## src/rtl/rxdma_pkg.sv

```systemverilog
package rxdma_pkg;
  typedef enum logic [2:0] {
    OP_NONE, OP_RD_STAT, OP_RD_ADDR, OP_RD_LEN, OP_RD_NEXT, OP_WR_BYTE, OP_WR_STAT
  } memop_e;

  typedef struct packed {
    memop_e op;
    logic   ldHead;
    logic   capAddr;
    logic   capLen;
    logic   capNext;
    logic   advance;
    logic   frameClr;
    logic   dropByte;
  } ctl_s;

  localparam int DONE_BIT  = 15;
  localparam int TRUNC_BIT = 16;
  localparam int CNT_BITS  = 13;
  localparam int OFS_NEXT  = 0;
  localparam int OFS_STAT  = 1;
  localparam int OFS_ADDR  = 2;
  localparam int OFS_LEN   = 3;
endpackage

```

## src/rtl/rxdma_dp.sv

```systemverilog
module rxdma_dp
  import rxdma_pkg::*;
#(
  parameter int AW = 32
) (
  input  logic                  clk,
  input  logic                  rstN,
  input  ctl_s                  ctl,
  input  logic [AW-1:0]         listHead,
  input  logic [31:0]           memRdata,
  input  logic [7:0]            inData,
  output logic                  memReq,
  output logic                  memWe,
  output logic [AW-3:0]         memAddr,
  output logic [3:0]            memBe,
  output logic [31:0]           memWdata,
  output logic                  descBusy,
  output logic                  roomLeft,
  output logic                  frameIdle
);
  localparam int WA = AW - 2;

  logic [WA-1:0]       curDesc;
  logic [WA-1:0]       nextPtr;
  logic [AW-1:0]       bufAddr;
  logic [CNT_BITS-1:0] bufSize;
  logic [CNT_BITS-1:0] byteCnt;
  logic                trunc;
  logic [AW-1:0]       byteAddr;
  logic [31:0]         statWord;

  assign byteAddr  = bufAddr + AW'(byteCnt);
  assign roomLeft  = byteCnt < bufSize;
  assign frameIdle = (byteCnt == '0) && !trunc;
  assign descBusy  = memRdata[DONE_BIT];

  always_comb begin
    statWord = '0;
    statWord[DONE_BIT] = 1'b1;
    statWord[TRUNC_BIT] = trunc;
    statWord[CNT_BITS-1:0] = byteCnt;
  end

  always_comb begin
    memReq   = ctl.op != OP_NONE;
    memWe    = 1'b0;
    memAddr  = curDesc;
    memBe    = 4'h0;
    memWdata = '0;
    unique case (ctl.op)
      OP_RD_STAT: memAddr = curDesc + WA'(OFS_STAT);
      OP_RD_ADDR: memAddr = curDesc + WA'(OFS_ADDR);
      OP_RD_LEN:  memAddr = curDesc + WA'(OFS_LEN);
      OP_RD_NEXT: memAddr = curDesc + WA'(OFS_NEXT);
      OP_WR_BYTE: begin
        memWe    = 1'b1;
        memAddr  = byteAddr[AW-1:2];
        memBe    = 4'b0001 << byteAddr[1:0];
        memWdata = {4{inData}};
      end
      OP_WR_STAT: begin
        memWe    = 1'b1;
        memAddr  = curDesc + WA'(OFS_STAT);
        memBe    = 4'hF;
        memWdata = statWord;
      end
      default: ;
    endcase
  end

  always_ff @(posedge clk) begin
    if (!rstN) begin
      curDesc <= '0;
      nextPtr <= '0;
      bufAddr <= '0;
      bufSize <= '0;
      byteCnt <= '0;
      trunc   <= 1'b0;
    end else begin
      if (ctl.ldHead)  curDesc <= listHead[AW-1:2];
      if (ctl.advance) curDesc <= nextPtr;
      if (ctl.capAddr) bufAddr <= memRdata[AW-1:0];
      if (ctl.capLen)  bufSize <= memRdata[CNT_BITS-1:0];
      if (ctl.capNext) nextPtr <= memRdata[AW-1:2];
      if (ctl.frameClr) begin
        byteCnt <= '0;
        trunc   <= 1'b0;
      end else begin
        if (ctl.op == OP_WR_BYTE) byteCnt <= byteCnt + 1'b1;
        if (ctl.dropByte)         trunc   <= 1'b1;
      end
    end
  end

  // a buffer write never lands beyond the buffer size
  p_in_buffer_r4: assert property (@(posedge clk) disable iff (!rstN)
    ctl.op == OP_WR_BYTE |-> byteCnt < bufSize);
  // a truncated frame reports a count equal to the buffer size
  p_trunc_len_r4: assert property (@(posedge clk) disable iff (!rstN)
    (ctl.op == OP_WR_STAT && memWdata[TRUNC_BIT]) |-> memWdata[CNT_BITS-1:0] == bufSize);
  // the reported count never exceeds the buffer
  p_len_cap_r3: assert property (@(posedge clk) disable iff (!rstN)
    ctl.op == OP_WR_STAT |-> memWdata[CNT_BITS-1:0] <= bufSize);
endmodule

```

## src/rtl/rxdma_ctrl.sv

```systemverilog
module rxdma_ctrl
  import rxdma_pkg::*;
#(
  parameter int TICKS_PER_UNIT = 6,
  parameter int PW = 8
) (
  input  logic          clk,
  input  logic          rstN,
  input  logic          rxEn,
  input  logic [PW-1:0] pollPeriod,
  input  logic          inValid,
  input  logic          inLast,
  input  logic          descBusy,
  input  logic          roomLeft,
  input  logic          frameIdle,
  output ctl_s          ctl,
  output logic          inReady,
  output logic          rxDone
);
  localparam int CW = PW + $clog2(TICKS_PER_UNIT + 1);

  typedef enum logic [3:0] {
    S_IDLE, S_RD_STAT, S_CHK, S_GOT_ADDR, S_GOT_LEN, S_GOT_NEXT,
    S_DATA, S_WB, S_ADV, S_POLL
  } state_e;

  state_e         st, nxt;
  logic [CW-1:0]  pollCnt;

  assign inReady = st == S_DATA;
  assign rxDone  = st == S_ADV;

  always_comb begin
    nxt = st;
    ctl = '0;
    ctl.op = OP_NONE;
    unique case (st)
      S_IDLE: if (rxEn) begin
        ctl.ldHead = 1'b1;
        nxt = S_RD_STAT;
      end
      S_RD_STAT: begin
        ctl.op = OP_RD_STAT;
        nxt = S_CHK;
      end
      S_CHK: begin
        if (!rxEn)         nxt = S_IDLE;
        else if (descBusy) nxt = S_POLL;
        else begin
          ctl.op = OP_RD_ADDR;
          nxt = S_GOT_ADDR;
        end
      end
      S_GOT_ADDR: begin
        ctl.capAddr = 1'b1;
        ctl.op = OP_RD_LEN;
        nxt = S_GOT_LEN;
      end
      S_GOT_LEN: begin
        ctl.capLen = 1'b1;
        ctl.op = OP_RD_NEXT;
        nxt = S_GOT_NEXT;
      end
      S_GOT_NEXT: begin
        ctl.capNext  = 1'b1;
        ctl.frameClr = 1'b1;
        nxt = S_DATA;
      end
      S_DATA: begin
        if (inValid) begin
          if (roomLeft) ctl.op = OP_WR_BYTE;
          else          ctl.dropByte = 1'b1;
          if (inLast)   nxt = S_WB;
        end else if (!rxEn && frameIdle) nxt = S_IDLE;
      end
      S_WB: begin
        ctl.op = OP_WR_STAT;
        nxt = S_ADV;
      end
      S_ADV: begin
        ctl.advance = 1'b1;
        nxt = rxEn ? S_RD_STAT : S_IDLE;
      end
      S_POLL: begin
        if (!rxEn)              nxt = S_IDLE;
        else if (pollCnt == '0) nxt = S_RD_STAT;
      end
      default: nxt = S_IDLE;
    endcase
  end

  always_ff @(posedge clk) begin
    if (!rstN) begin
      st      <= S_IDLE;
      pollCnt <= '0;
    end else begin
      st <= nxt;
      if (st == S_CHK)                         pollCnt <= CW'(pollPeriod) * CW'(TICKS_PER_UNIT);
      else if (st == S_POLL && pollCnt != '0)  pollCnt <= pollCnt - 1'b1;
    end
  end

  // the done pulse follows a status write
  p_done_after_wb_r9: assert property (@(posedge clk) disable iff (!rstN)
    rxDone |-> $past(ctl.op == OP_WR_STAT));
  // the pulse lasts one cycle
  p_done_single_r9: assert property (@(posedge clk) disable iff (!rstN)
    rxDone |=> !rxDone);
  // a host-owned descriptor sends the engine to wait
  p_busy_waits_r6: assert property (@(posedge clk) disable iff (!rstN)
    (st == S_CHK && rxEn && descBusy) |=> (st == S_POLL && !inReady));
  // the poll delay counts down by one each cycle
  p_poll_step_r7: assert property (@(posedge clk) disable iff (!rstN)
    (st == S_POLL && rxEn && pollCnt != '0) |=> pollCnt == $past(pollCnt) - 1'b1);
  // enabling from idle fetches a status word next
  p_start_fetch_r10: assert property (@(posedge clk) disable iff (!rstN)
    (st == S_IDLE && rxEn) |=> ctl.op == OP_RD_STAT);
endmodule

```

## src/rtl/rxRingDma.sv

```systemverilog
module rxRingDma
  import rxdma_pkg::*;
#(
  parameter int AW = 32,
  parameter int TICKS_PER_UNIT = 6
) (
  input  logic          clk,
  input  logic          rstN,
  input  logic          rxEn,
  input  logic [AW-1:0] listHead,
  input  logic [7:0]    pollPeriod,
  input  logic          inValid,
  input  logic [7:0]    inData,
  input  logic          inLast,
  output logic          inReady,
  output logic          memReq,
  output logic          memWe,
  output logic [AW-3:0] memAddr,
  output logic [3:0]    memBe,
  output logic [31:0]   memWdata,
  input  logic [31:0]   memRdata,
  output logic          rxDone
);
  ctl_s ctl;
  logic descBusy, roomLeft, frameIdle;

  rxdma_ctrl #(.TICKS_PER_UNIT(TICKS_PER_UNIT), .PW(8)) u_ctrl (
    .clk(clk), .rstN(rstN), .rxEn(rxEn), .pollPeriod(pollPeriod),
    .inValid(inValid), .inLast(inLast), .descBusy(descBusy),
    .roomLeft(roomLeft), .frameIdle(frameIdle),
    .ctl(ctl), .inReady(inReady), .rxDone(rxDone)
  );

  rxdma_dp #(.AW(AW)) u_dp (
    .clk(clk), .rstN(rstN), .ctl(ctl), .listHead(listHead),
    .memRdata(memRdata), .inData(inData),
    .memReq(memReq), .memWe(memWe), .memAddr(memAddr), .memBe(memBe),
    .memWdata(memWdata), .descBusy(descBusy), .roomLeft(roomLeft),
    .frameIdle(frameIdle)
  );

  // single-byte writes only happen for an accepted input byte
  p_byte_accepted_r12: assert property (@(posedge clk) disable iff (!rstN)
    (memWe && memBe != 4'hF) |-> (inReady && inValid));
  // a byte write enables exactly one lane
  p_one_lane_r2: assert property (@(posedge clk) disable iff (!rstN)
    (memWe && inReady) |-> $onehot0(memBe) && memBe != 4'h0);
endmodule

```

## config.mk

```make
export PLATFORM = sky130hd
export DESIGN_NAME = rxRingDma
export DESIGN_NICKNAME = d
export VERILOG_FILES = /design/src/rtl/rxdma_pkg.sv /design/src/rtl/rxdma_dp.sv /design/src/rtl/rxdma_ctrl.sv /design/src/rtl/rxRingDma.sv
export SDC_FILE = /design/constraint.sdc
export NUM_CORES = 1
export LEC_CHECK = 0
export BUFFER_PORTS_ARGS = -buffer_cell sky130_fd_sc_hd__buf_2
export CAP_MARGIN = 40
export CORE_MARGIN = 10
export CORE_UTILIZATION = 57
export CTS_CLUSTER_DIAMETER = 40
export DETAILED_ROUTE_END_ITERATION = 7
export PLACE_DENSITY = 0.81
export REMOVE_ABC_BUFFERS = 1
export SLEW_MARGIN = 15
export SYNTH_ARGS = -nofsm -noshare
export SYNTH_HDL_FRONTEND = slang
export SYNTH_SLANG_ARGS = --single-unit
export TNS_END_PERCENT = 30
```

## constraint.sdc

```tcl
create_clock -name clk -period 3.7 [get_ports clk]
set_clock_uncertainty 0.15 [all_clocks]
set_input_delay 0.74 -clock clk [delete_from_list [all_inputs] [get_ports clk]]
set_output_delay 0.74 -clock clk [all_outputs]
set_load 0.05 [all_outputs]
```

---- Word-level counts from Yosys, hierarchy flattened ----
Index checks and enable logic that the tools add are counted.
operators by class
  add/sub/neg operators ................... 6
  multipliers ............................. 1
  magnitude comparators ................... 1
  equality and inequality tests ........... 18
  shift operators ......................... 1
  multiplexer cells ....................... 32
  bitwise operators ....................... 1
  reductions and logical operators ........ 17
operator list
  cell                   count
  $pmux 30 s4            1
  $pmux 32 s2            1
  $add 30x2->30 const B  2
  $mux 30                2
  $pmux 4 s10            1
  $add 32x13->32         1
  $mux 4                 8
  $add 30x1->30 const B  1
  $mux 11                2
  $pmux 3 s6             1
  $eq 4x3->1 const B     4
  $add 13x1->13 const B  1
  $logic_not 13->1       1
  $lt 13x13->1           1
  $logic_not 11->1       1
  $mux 1                 11
  $reduce_bool 11->1     1
  $sub 11x1->11 const B  1
  $mul 8x2->10 const B   1
  $mux 3                 3
  $eq 4x2->1 const B     2
  $eq 4x4->1 const B     2
  $pmux 4 s2             1
  $reduce_or 2->1        4
  other kinds (16)       23
word-level totals
  register bits after elaboration ......... 134
  input bits .............................. 85
  output and inout port bits .............. 70

---- Longest topological paths before layout ----
Gate-level depths: netlist of run 1.
  word-level depth ........................ 7
  mapped depth ............................ 13
  depth with buffers taken out ............ 12

---- Hierarchy ----
Synthesis of run 1 repeated with hierarchy kept, for this count alone.
unflattened totals
  cell total of the unflattened synthesis .. 1260
  area total of the unflattened synthesis .. 10063.4 um^2
modules (own cells, without submodules)
  module      instances  cells each  area each (um^2)  sequential area each (um^2)
  rxdma_dp    1          1067        8625.8            2382.3
  rxdma_ctrl  1          193         1437.6            300.3

---- Least setup slack after synthesis of run 1 ----
Ideal clock, no wire load.
  path type ............................... register -> output
  from .................................... register u_ctrl.st[3]
  to ...................................... output port memAddr[8]
  data arrival time ....................... 3.685 ns
  required time ........................... 2.810 ns
  slack ................................... -0.875 ns
  cell stages (with the launch flop) ...... 9
  path buffers ............................ 1
  cell sequence ........................... dfxtp_1 -> and2b_1 -> clkbuf_2 -> nand2_1 -> nor2_1 -> fa_1 -> o22ai_1 -> nand3_1 -> o311ai_0
on the way
  cells in the longest elaborated chain, start to end .. 5
  elaborated cells between the ends (all ways) .. 14
RTL lines
  what                                      line              text
  start: declaration                        rxdma_ctrl.sv:27  state_e st, nxt;
  start signal: assignment                  rxdma_ctrl.sv:97  st <= nxt;
  $eq 4x3->1, or another cell as far along  rxdma_ctrl.sv:37  unique case (st)
  $pmux 3 s6 *                              rxdma_ctrl.sv:37
  $eq 3x1->1 or $eq 3x3->1 (tied branches)  rxdma_dp.sv:50    unique case (ctl.op)
  $reduce_or 2->1 (no line)                 -
  $pmux 30 s4 *                             rxdma_dp.sv:50
  end: declaration                          rxRingDma.sv:18   output logic [AW-3:0] memAddr,
Every way passes the cells marked *; elsewhere a longest branch is shown, timed or not.

---- Worst setup path in the final report of run 1 ----
  from .................................... register u_dp.byteCnt[0]
  to ...................................... output port memAddr[12]
on the way
  cells in the longest elaborated chain, start to end .. 7
  elaborated cells between the ends (all ways) .. 12
RTL lines
  what                                      line              text
  start: declaration                        rxdma_dp.sv:27    logic [CNT_BITS-1:0] byteCnt;
  start signal: assignment                  rxdma_dp.sv:89    if (ctl.op == OP_WR_BYTE) byteCnt <= byteCnt + 1'b1;
  $lt 13x13->1                              rxdma_dp.sv:33    assign roomLeft = byteCnt < bufSize;
  $mux 3                                    rxdma_ctrl.sv:71  if (roomLeft) ctl.op = OP_WR_BYTE;
  $mux 3                                    rxdma_ctrl.sv:70  if (inValid) begin
  $pmux 3 s6                                rxdma_ctrl.sv:37
  $eq 3x1->1 or $eq 3x3->1 (tied branches)  rxdma_dp.sv:50
  $reduce_or 2->1 (no line)                 -
  $pmux 30 s4 *                             rxdma_dp.sv:50
Marked as above.

==> results of run 1 <==
==> cells in the final DEF (no fill, tap or decap), drive strengths merged, types with 4 or more instances in the layout <==
| cell type | n |
|---|---|
| o22ai | 12 |
| mux2i | 32 |
| o221ai | 4 |
| clkbuf | 23 |
| buf | 236 |
| o211a | 33 |
| a21o | 27 |
| inv | 30 |
| or2 | 5 |
| nand2 | 245 |
| ha | 39 |
| and4 | 8 |
| dfxtp | 134 |
| clkinvlp | 4 |
| o21a | 5 |
| a21oi | 38 |
| o211ai | 9 |
| a221o | 5 |
| o21ai | 31 |
| nand2b | 6 |
| a31oi | 9 |
| nor2 | 59 |
| and2 | 5 |
| a21boi | 79 |
| or3 | 7 |
| xor2 | 22 |
| nand4 | 20 |
| and3 | 24 |
| xnor2 | 31 |
| nor4 | 15 |
| a221oi | 4 |
| a211oi | 8 |
| nor2b | 11 |
| nand3 | 35 |
| nor3 | 21 |
| o31ai | 4 |
==> flip-flops by register name (all words and copies together) (netlist names) <==
signal	count
u_dp.curDesc	30
u_dp.byteCnt	13
u_dp.nextPtr	30
u_ctrl.st	4
u_dp.bufAddr	32
u_ctrl.pollCnt	11
u_dp.bufSize	13
u_dp.trunc	1
==> worst max-delay path, stage by stage, from the launching register on <==
cell,delay (ns)
dfxtp_2,0.34
ha_4,0.16
fa_2,0.34
a21o_1,0.21
a221oi_2,0.33
a211o_1,0.25
a21bo_4,0.19
buf_12,0.14
a21boi_1,0.08
xor2_1,0.15
a221o_1,0.34
buf_6,0.17
==> worst min-delay path by stage <==
stage | to | from | slack (ns)
3_5_place_dp | u_dp.bufSize[0] | u_dp.bufSize[0] | 0.31
2_1_floorplan | u_dp.bufSize[0] | u_dp.bufSize[0] | 0.29
5_1_grt | u_dp.nextPtr[8] | u_dp.nextPtr[8] | 0.34
4_1_cts | u_dp.bufSize[0] | u_dp.bufSize[0] | 0.31
3_3_place_gp | u_dp.bufSize[0] | u_dp.bufSize[0] | 0.30
6_report | u_dp.bufSize[0] | u_dp.bufSize[0] | 0.31
==> power breakdown <==
part,leakage (nW),switching (mW),total (mW),internal (mW)
combinational,3.60,2.26,3.64,1.38
clock,0.292,0.658,1.77,1.11
sequential,1.10,0.402,2.14,1.74
==> layout make-up <==
class / instances / area share
diodes: 1 / 0.000215
clock buffers: 21 / 0.0405
clock inverters: 11 / 0.0127
inverters: 29 / 0.00936
multi-input cells: 884 / 0.539
flip-flops and latches: 134 / 0.232
well taps: 188 / 0.0202
repair buffers: 238 / 0.146
==> through the flow <==
step | util | hold WS, ns | cell area (um^2) | setup slack, ns
after floorplan | - | 0.289 | 8490 | -1.01
after global placement | 0.657 | 0.296 | 9990 | 0.0715
after detailed placement | 0.659 | 0.306 | 10000 | 0.0149
after CTS | 0.720 | 0.314 | 10900 | -0.277
after global routing | 0.765 | 0.337 | 11600 | -0.352
final | 0.765 | 0.312 | 11600 | -0.317
==> routing by layer <==
metal	global-route usage	wire length (um)	share of wire
met4	0.107	1160	0.038
met1	0.328	11800	0.39
met2	0.446	14700	0.48
met3	0.0476	2710	0.089
met5	0	13	0.00043
==> logic make-up after synthesis <==
family	count (synthesis)
flops	134
compound gates	285
xor+xnor	53
buf+inv	105
mux	32
fa+ha+maj	42
simple gates	472
==> timing repair <==
action | CTS | global route
gates resized for setup | 78 | 100
gates cloned | 0 | 2
pin swaps | 18 | 49
buffers inserted | 8 | 14
setup endpoints to repair | 34 | 66
==> metrics.md, run 1 <==
| Metric | Value |
|---|---|
| Worst Path Required | `around 2.8 ns` |
| Post-synth top area share | `0.303` |
| Worst setup endpoint | `memAddr[12]` |
| Synth-to-layout area growth | `31.4%` |
| Post-Synth XOR/XNOR Area | `0.0525` |
| Dominant cell type by area after synthesis | `dfxtp_1` |
| Worst slew pin tran | `0.732 ns` |
| Largest family of logic cells by synthesized area | `simple AND/OR/NAND/NOR gates` |
| DRT iter0 DRCs | `1,191` |
| Synth Register Bits | `134` |
| CTS tree | `done` |
| Final setup TNS | `-4.17 ns` |
| Worst Setup SP | `u_dp.byteCnt[0]` |
| Final period util | `1.09` |
| Final setup margin | `-0.317 ns` |
| Failing checks | `setup timing` |
| # IOs | `between 150 and 200` |
| DP Wirelength | `20,100 um` |
| Final Hold Vio Count | `0` |
| CTS Buf Count | `17` |
| Avg Vias per Cell | `approximately 6.3` |
| First-pass GRT wire length | `roughly 45,000 um` |
| Die Wd | `roughly 140 um` |
| VDD IR max | `roughly 0.49 mV` |
| Clk_lat worst skew | `around 0.43 ns` |
| Synth unique cells | `between 70 and 80` |
| Post-Route WL | `between 30,000 and 40,000 um` |
| Multiplexer share of the synthesized area | `0.0362` |
| Gpl congestion | `0.960` |
| Most frequent cell after synthesis | `nand2_1` |
| FILL cells | `around 1,000` |
| Design Power | `roughly 7.6 mW` |
| Gr usage total | `0.266` |
| Post-Syn Area | `about 8800 um^2` |
| Clock root cell | `clkbuf_16` |
| Post-synth EDFFs | `0` |
| Worst r2r src | `u_dp.byteCnt[1]` |
| Setup crit end kind | `primary output` |
| Largest net degree at the start of global routing | `55` |
| Clock transition at the registers of the reported paths | `0.06 ns` |
| Via count | `~9,500` |
| Fmax | `approximately 250 MHz` |
| Hold_buf cts | `0` |
| Ys async rst share | `0` |
| Final Non-Filler Cells | `1,506` |
| DRC | `0` |
| CTS Sinks | `~130` |
| Slew HR | `0.509` |
| CTS Buffer Depth | `2` |
| Register area | `between 2000 and 3000 um^2` |
| GR Overflow Total | `0` |
| Drt wl/cell | `20.2 um` |
| Die height | `145 um` |
| Final-report max-slew violation count | `0` |
| Post-layout min period | `~4 ns` |
| Rows | `45` |
| Ys Warns | `0` |
| R2r setup slk | `1.00 ns` |
| Syn avg cell area | `slightly below 8 um^2` |
| Post-Synth Simple-Gate Area | `0.252` |
| Max Fanout on Critical Path | `5` |
| CP Data Arrival Time | `about 3.1 ns` |
| Worst hold path class | `reg2reg` |
| Commonest cells in the netlist | `245 x nand2_1, 134 x dfxtp_1, 78 x a21boi_0` |
| Hold Crit Depth | `2` |
| Pwr per Cell Area | `between 600 and 700 nW/um^2` |
| Die Area | `between 20,000 and 25,000 um^2` |
| R2R depth | `10` |
| Router iterations before antenna repair | `6` |
| IO buf count | `approximately 150` |
| P_leak | `4.98 nW` |
| CP Launch Type | `register` |
| Max H-tree Level | `4` |
| Status | `finished with violations` |
| RSZ-0062 raised after global routing | `true` |
| Synth Instances | `roughly 1,100` |
| Compound-gate portion of the synthesized area | `0.241` |
| RR Endpoint | `u_ctrl.st[1]` |
| Placed Instances | `roughly 1,400` |
| Final nets | `about 1,400` |
| Vias in the first global route | `roughly 9,000` |
| Starting Density | `0.582` |
| Seq/Total Area, Yosys | `0.303` |
| Post-route ant nets | `0` |
| Area share of fa/ha/maj cells after synthesis | `0.0619` |
| Antenna violations before repair | `2` |
| Share of layout cells above drive strength 1 | `0.288` |
| Synth Flop Type | `dfxtp_1` |
| # setup viols final | `about 50` |
| Core Region | `between 15,000 and 20,000 um^2` |
| Setup CP Type | `reg2out` |
| Max-Cap Viols | `0` |
| Most area-consuming cells after synthesis | `dfxtp_1 30%, nand2_1 10%, a21boi_0 6.6%` |
| Multi-input gate area | `roughly 6300 um^2` |
No activity file was read; power rests on OpenSTA's default activity.
==> run 2: changes to the inputs <==
--- a/config.mk
+++ b/config.mk
@@ -11,7 +11,7 @@
 export CORE_UTILIZATION = 57
 export CTS_CLUSTER_DIAMETER = 40
 export DETAILED_ROUTE_END_ITERATION = 7
-export PLACE_DENSITY = 0.81
+export PLACE_DENSITY_LB_ADDON = 0.05
 export REMOVE_ABC_BUFFERS = 1
 export SLEW_MARGIN = 15
 export SYNTH_ARGS = -nofsm -noshare
==> run 2 against run 1 <==
The flow still finishes with violations (setup timing). Worst hold slack worse by 0.0022 ns. Setup slack improved by 0.032 ns. Largest cell class unchanged. Critical path depth stayed put. Via count fell by 5.7%. Cell count down 0.27%. Power is 2.9% lower. Die area did not move. Sequential share of layout area is 0.45 points higher. Clock-buffer cell count stayed put. Sequential power barely moved. Sequential cell count unchanged.
==> metrics.md, run 2 (synthesis results as in run 1) <==
| Metric | Value |
|---|---|
| Status | `finished with violations (unchanged)` |
| Failing checks | `setup timing (unchanged)` |
| Router iterations before antenna repair | `5 (was 6)` |
| # IOs | `155 (unchanged)` |
| P_leak | `4.95 nW (was 4.98 nW)` |
| Worst slew pin tran | `0.750 ns (was 0.732 ns)` |
| Core Region | `15,200 um^2 (unchanged)` |
| Die height | `145 um (unchanged)` |
| Max H-tree Level | `4 (unchanged)` |
| Die Wd | `145 um (unchanged)` |
| IO buf count | `152 (unchanged)` |
| Most frequent cells in the layout | `242 x nand2_1, 120 x dfxtp_1, 104 x buf_2 (was 242 x nand2_1, 121 x dfxtp_1, 115 x buf_2)` |
| Post-route cell area | `11,400 um^2 (was 11,600 um^2)` |
| Rows | `45 (unchanged)` |
| Final setup margin | `-0.284 ns (was -0.317 ns)` |
| Die Area | `20,900 um^2 (unchanged)` |
| VDD IR max | `0.452 mV (was 0.488 mV)` |
| Hold slack | `0.309 ns (was 0.312 ns)` |
| Via count | `8,922 (was 9,462)` |
| Post-layout min period | `3.98 ns (was 4.02 ns)` |
| Final period util | `1.08 (was 1.09)` |
| Antenna violations before repair | `0 (was 2)` |
| # setup viols final | `25 (was 49)` |
| CP Launch Type | `register (unchanged)` |
| Final setup TNS | `-3.55 ns (was -4.17 ns)` |
| Dpl cell area | `10,000 um^2 (about the same)` |
| Int Power | `4.13 mW (was 4.24 mW)` |
| Top reg by flops | `u_dp.bufAddr (unchanged)` |
| RSZ-0062 raised after global routing | `true (unchanged)` |
| Avg Vias per Cell | `5.94 (was 6.28)` |
| Final-report max-slew violation count | `0 (unchanged)` |
| Final Hold Vio Count | `0 (unchanged)` |
| Clock power frac | `0.232 (was 0.234)` |
| Sequential power share | `0.288 (was 0.284)` |
| Clock root cell | `clkbuf_16 (unchanged)` |
| Share of layout cells above drive strength 1 | `0.281 (was 0.288)` |
| CTS Buf Count | `17 (unchanged)` |
| Clock transition at the registers of the reported paths | `0.06 ns (about the same)` |
| Sw Share | `0.437 (was 0.439)` |
| CTS Sinks | `134 (unchanged)` |
| Clk_lat worst skew | `0.42 ns (was 0.43 ns)` |
| Worst hold path class | `reg2reg (unchanged)` |
| Fmax | `251 MHz (was 249 MHz)` |
| Sw power | `3.21 mW (was 3.32 mW)` |
| CTS Buffer Depth | `2 (unchanged)` |
| Ant diodes | `0 (was 1)` |
| Gr usage total | `0.255 (was 0.266)` |
| Post-Route WL | `27,500 um (was 30,400 um)` |
| Gpl congestion | `0.897 (was 0.960)` |
| Final nets | `1,428 (was 1,431)` |
| Largest net degree at the start of global routing | `73 (was 55)` |
| Post-route ant nets | `0 (unchanged)` |
| DRT iter0 DRCs | `662 (was 1,191)` |
| First-pass GRT wire length | `42,500 um (was 44,600 um)` |
| CP Data Arrival Time | `3.09 ns (was 3.13 ns)` |
| Setup CP Type | `reg2out (unchanged)` |
| Largest regs | `u_dp.bufAddr: 32 flops, u_dp.curDesc: 30 flops, u_dp.nextPtr: 30 flops (unchanged)` |
| Pwr per Cell Area | `642 nW/um^2 (was 650 nW/um^2)` |
| Max reg flops | `32 (unchanged)` |
| Starting Density | `0.582 (unchanged)` |
| GR Overflow Total | `0 (unchanged)` |
| Worst Path Required | `2.81 ns (about the same)` |
| Vias in the first global route | `8,244 (was 8,823)` |
| Drt wl/cell | `18.3 um (was 20.2 um)` |
| Max Fanout on Critical Path | `5 (unchanged)` |
| Setup crit end kind | `primary output (unchanged)` |
| DRC | `0 (unchanged)` |
| Max-Cap Viols | `0 (unchanged)` |
| Gate power share | `0.480 (was 0.482)` |
| Slew HR | `0.499 (was 0.509)` |
| Synth-to-layout area growth | `29.1% (was 31.4%)` |
| CTS tree | `done (unchanged)` |
| Most common cell after layout, fill and taps aside | `nand2_1 (unchanged)` |
| DP Wirelength | `19,800 um (was 20,100 um)` |
| Hold_buf cts | `0 (unchanged)` |
run 2: changes by cell type in the layout (fill, tap and decap cells not counted), sizes merged:
cell      previous run  this run
buf                236       234
clkinvlp             4         3
clkbuf              23        22
clkinv               3         5
bufinv               3         2
diode                1         0
run 2: layout make-up:
class                   instances  area [um^2]
inverters                      29          109
flip-flops and latches        134         2700
fillers                      1199         3780
repair buffers                235         1680
multi-input cells             884         6110
clock buffers                  21          470
well taps                     188          235
clock inverters                11          124
run 2: what timing repair did:
| item | CTS | global route |
|---|---|---|
| cloned | 1 | 0 |
| resized for setup | 99 | 81 |
| endpoints found under the setup margin | 50 | 67 |
| endpoints found under the hold margin | 0 | 0 |
| pin swaps | 28 | 38 |
| setup buffers | 9 | 12 |
run 2: worst paths after layout:
path,start,end,slack (ns),cells past startpoint
hold reg to reg,u_dp.nextPtr[12],u_dp.nextPtr[12],0.31,2
hold / removal,u_dp.nextPtr[12],u_dp.nextPtr[12],0.31,2
setup / recovery,u_dp.byteCnt[0],memAddr[12],-0.28,11
setup reg to reg,u_dp.byteCnt[3],u_dp.byteCnt[8],1.12,10
run 2: worst max-delay path, stage by stage (launching register included):
cell and delay (ns):
dfxtp_2 0.33, ha_4 0.16, fa_2 0.40, a21o_1 0.21
a221oi_4 0.28, a211o_1 0.25, a21bo_4 0.18, buf_12 0.13
a21boi_2 0.05, xor2_1 0.15, a221o_1 0.35, buf_6 0.17
run 2: stage by stage:
step           utilization  cells  worst slack [ns]  total power [mW]
2_1_floorplan            -   1047             -1.01              4.11
6_report             0.751   1502            -0.284              7.34
4_1_cts              0.726   1493            -0.317              7.08
3_5_place_dp         0.660   1451           0.00553              5.13
5_1_grt              0.751   1502            -0.341              7.69
3_3_place_gp         0.659   1450           -0.0172              5.09
run 2: routing by layer:
metal	vias to the layer above	share of wire	global-route usage
li1	4337	-	-
met1	4248	0.44	0.329
met2	298	0.48	0.416
met3	39	0.063	0.0567
met4	0	0.018	0.0723
met5	-	0	0
run 2: power by group through the flow:
stage / clock network, mW / registers (mW) / logic [mW]
global placement: 0 / 2.10 / 3.00
global route: 1.78 / 2.15 / 3.76
finish: 1.70 / 2.11 / 3.52
CTS: 1.71 / 2.08 / 3.28
floorplan: 0 / 2.04 / 2.07
detailed placement: 0 / 2.10 / 3.03
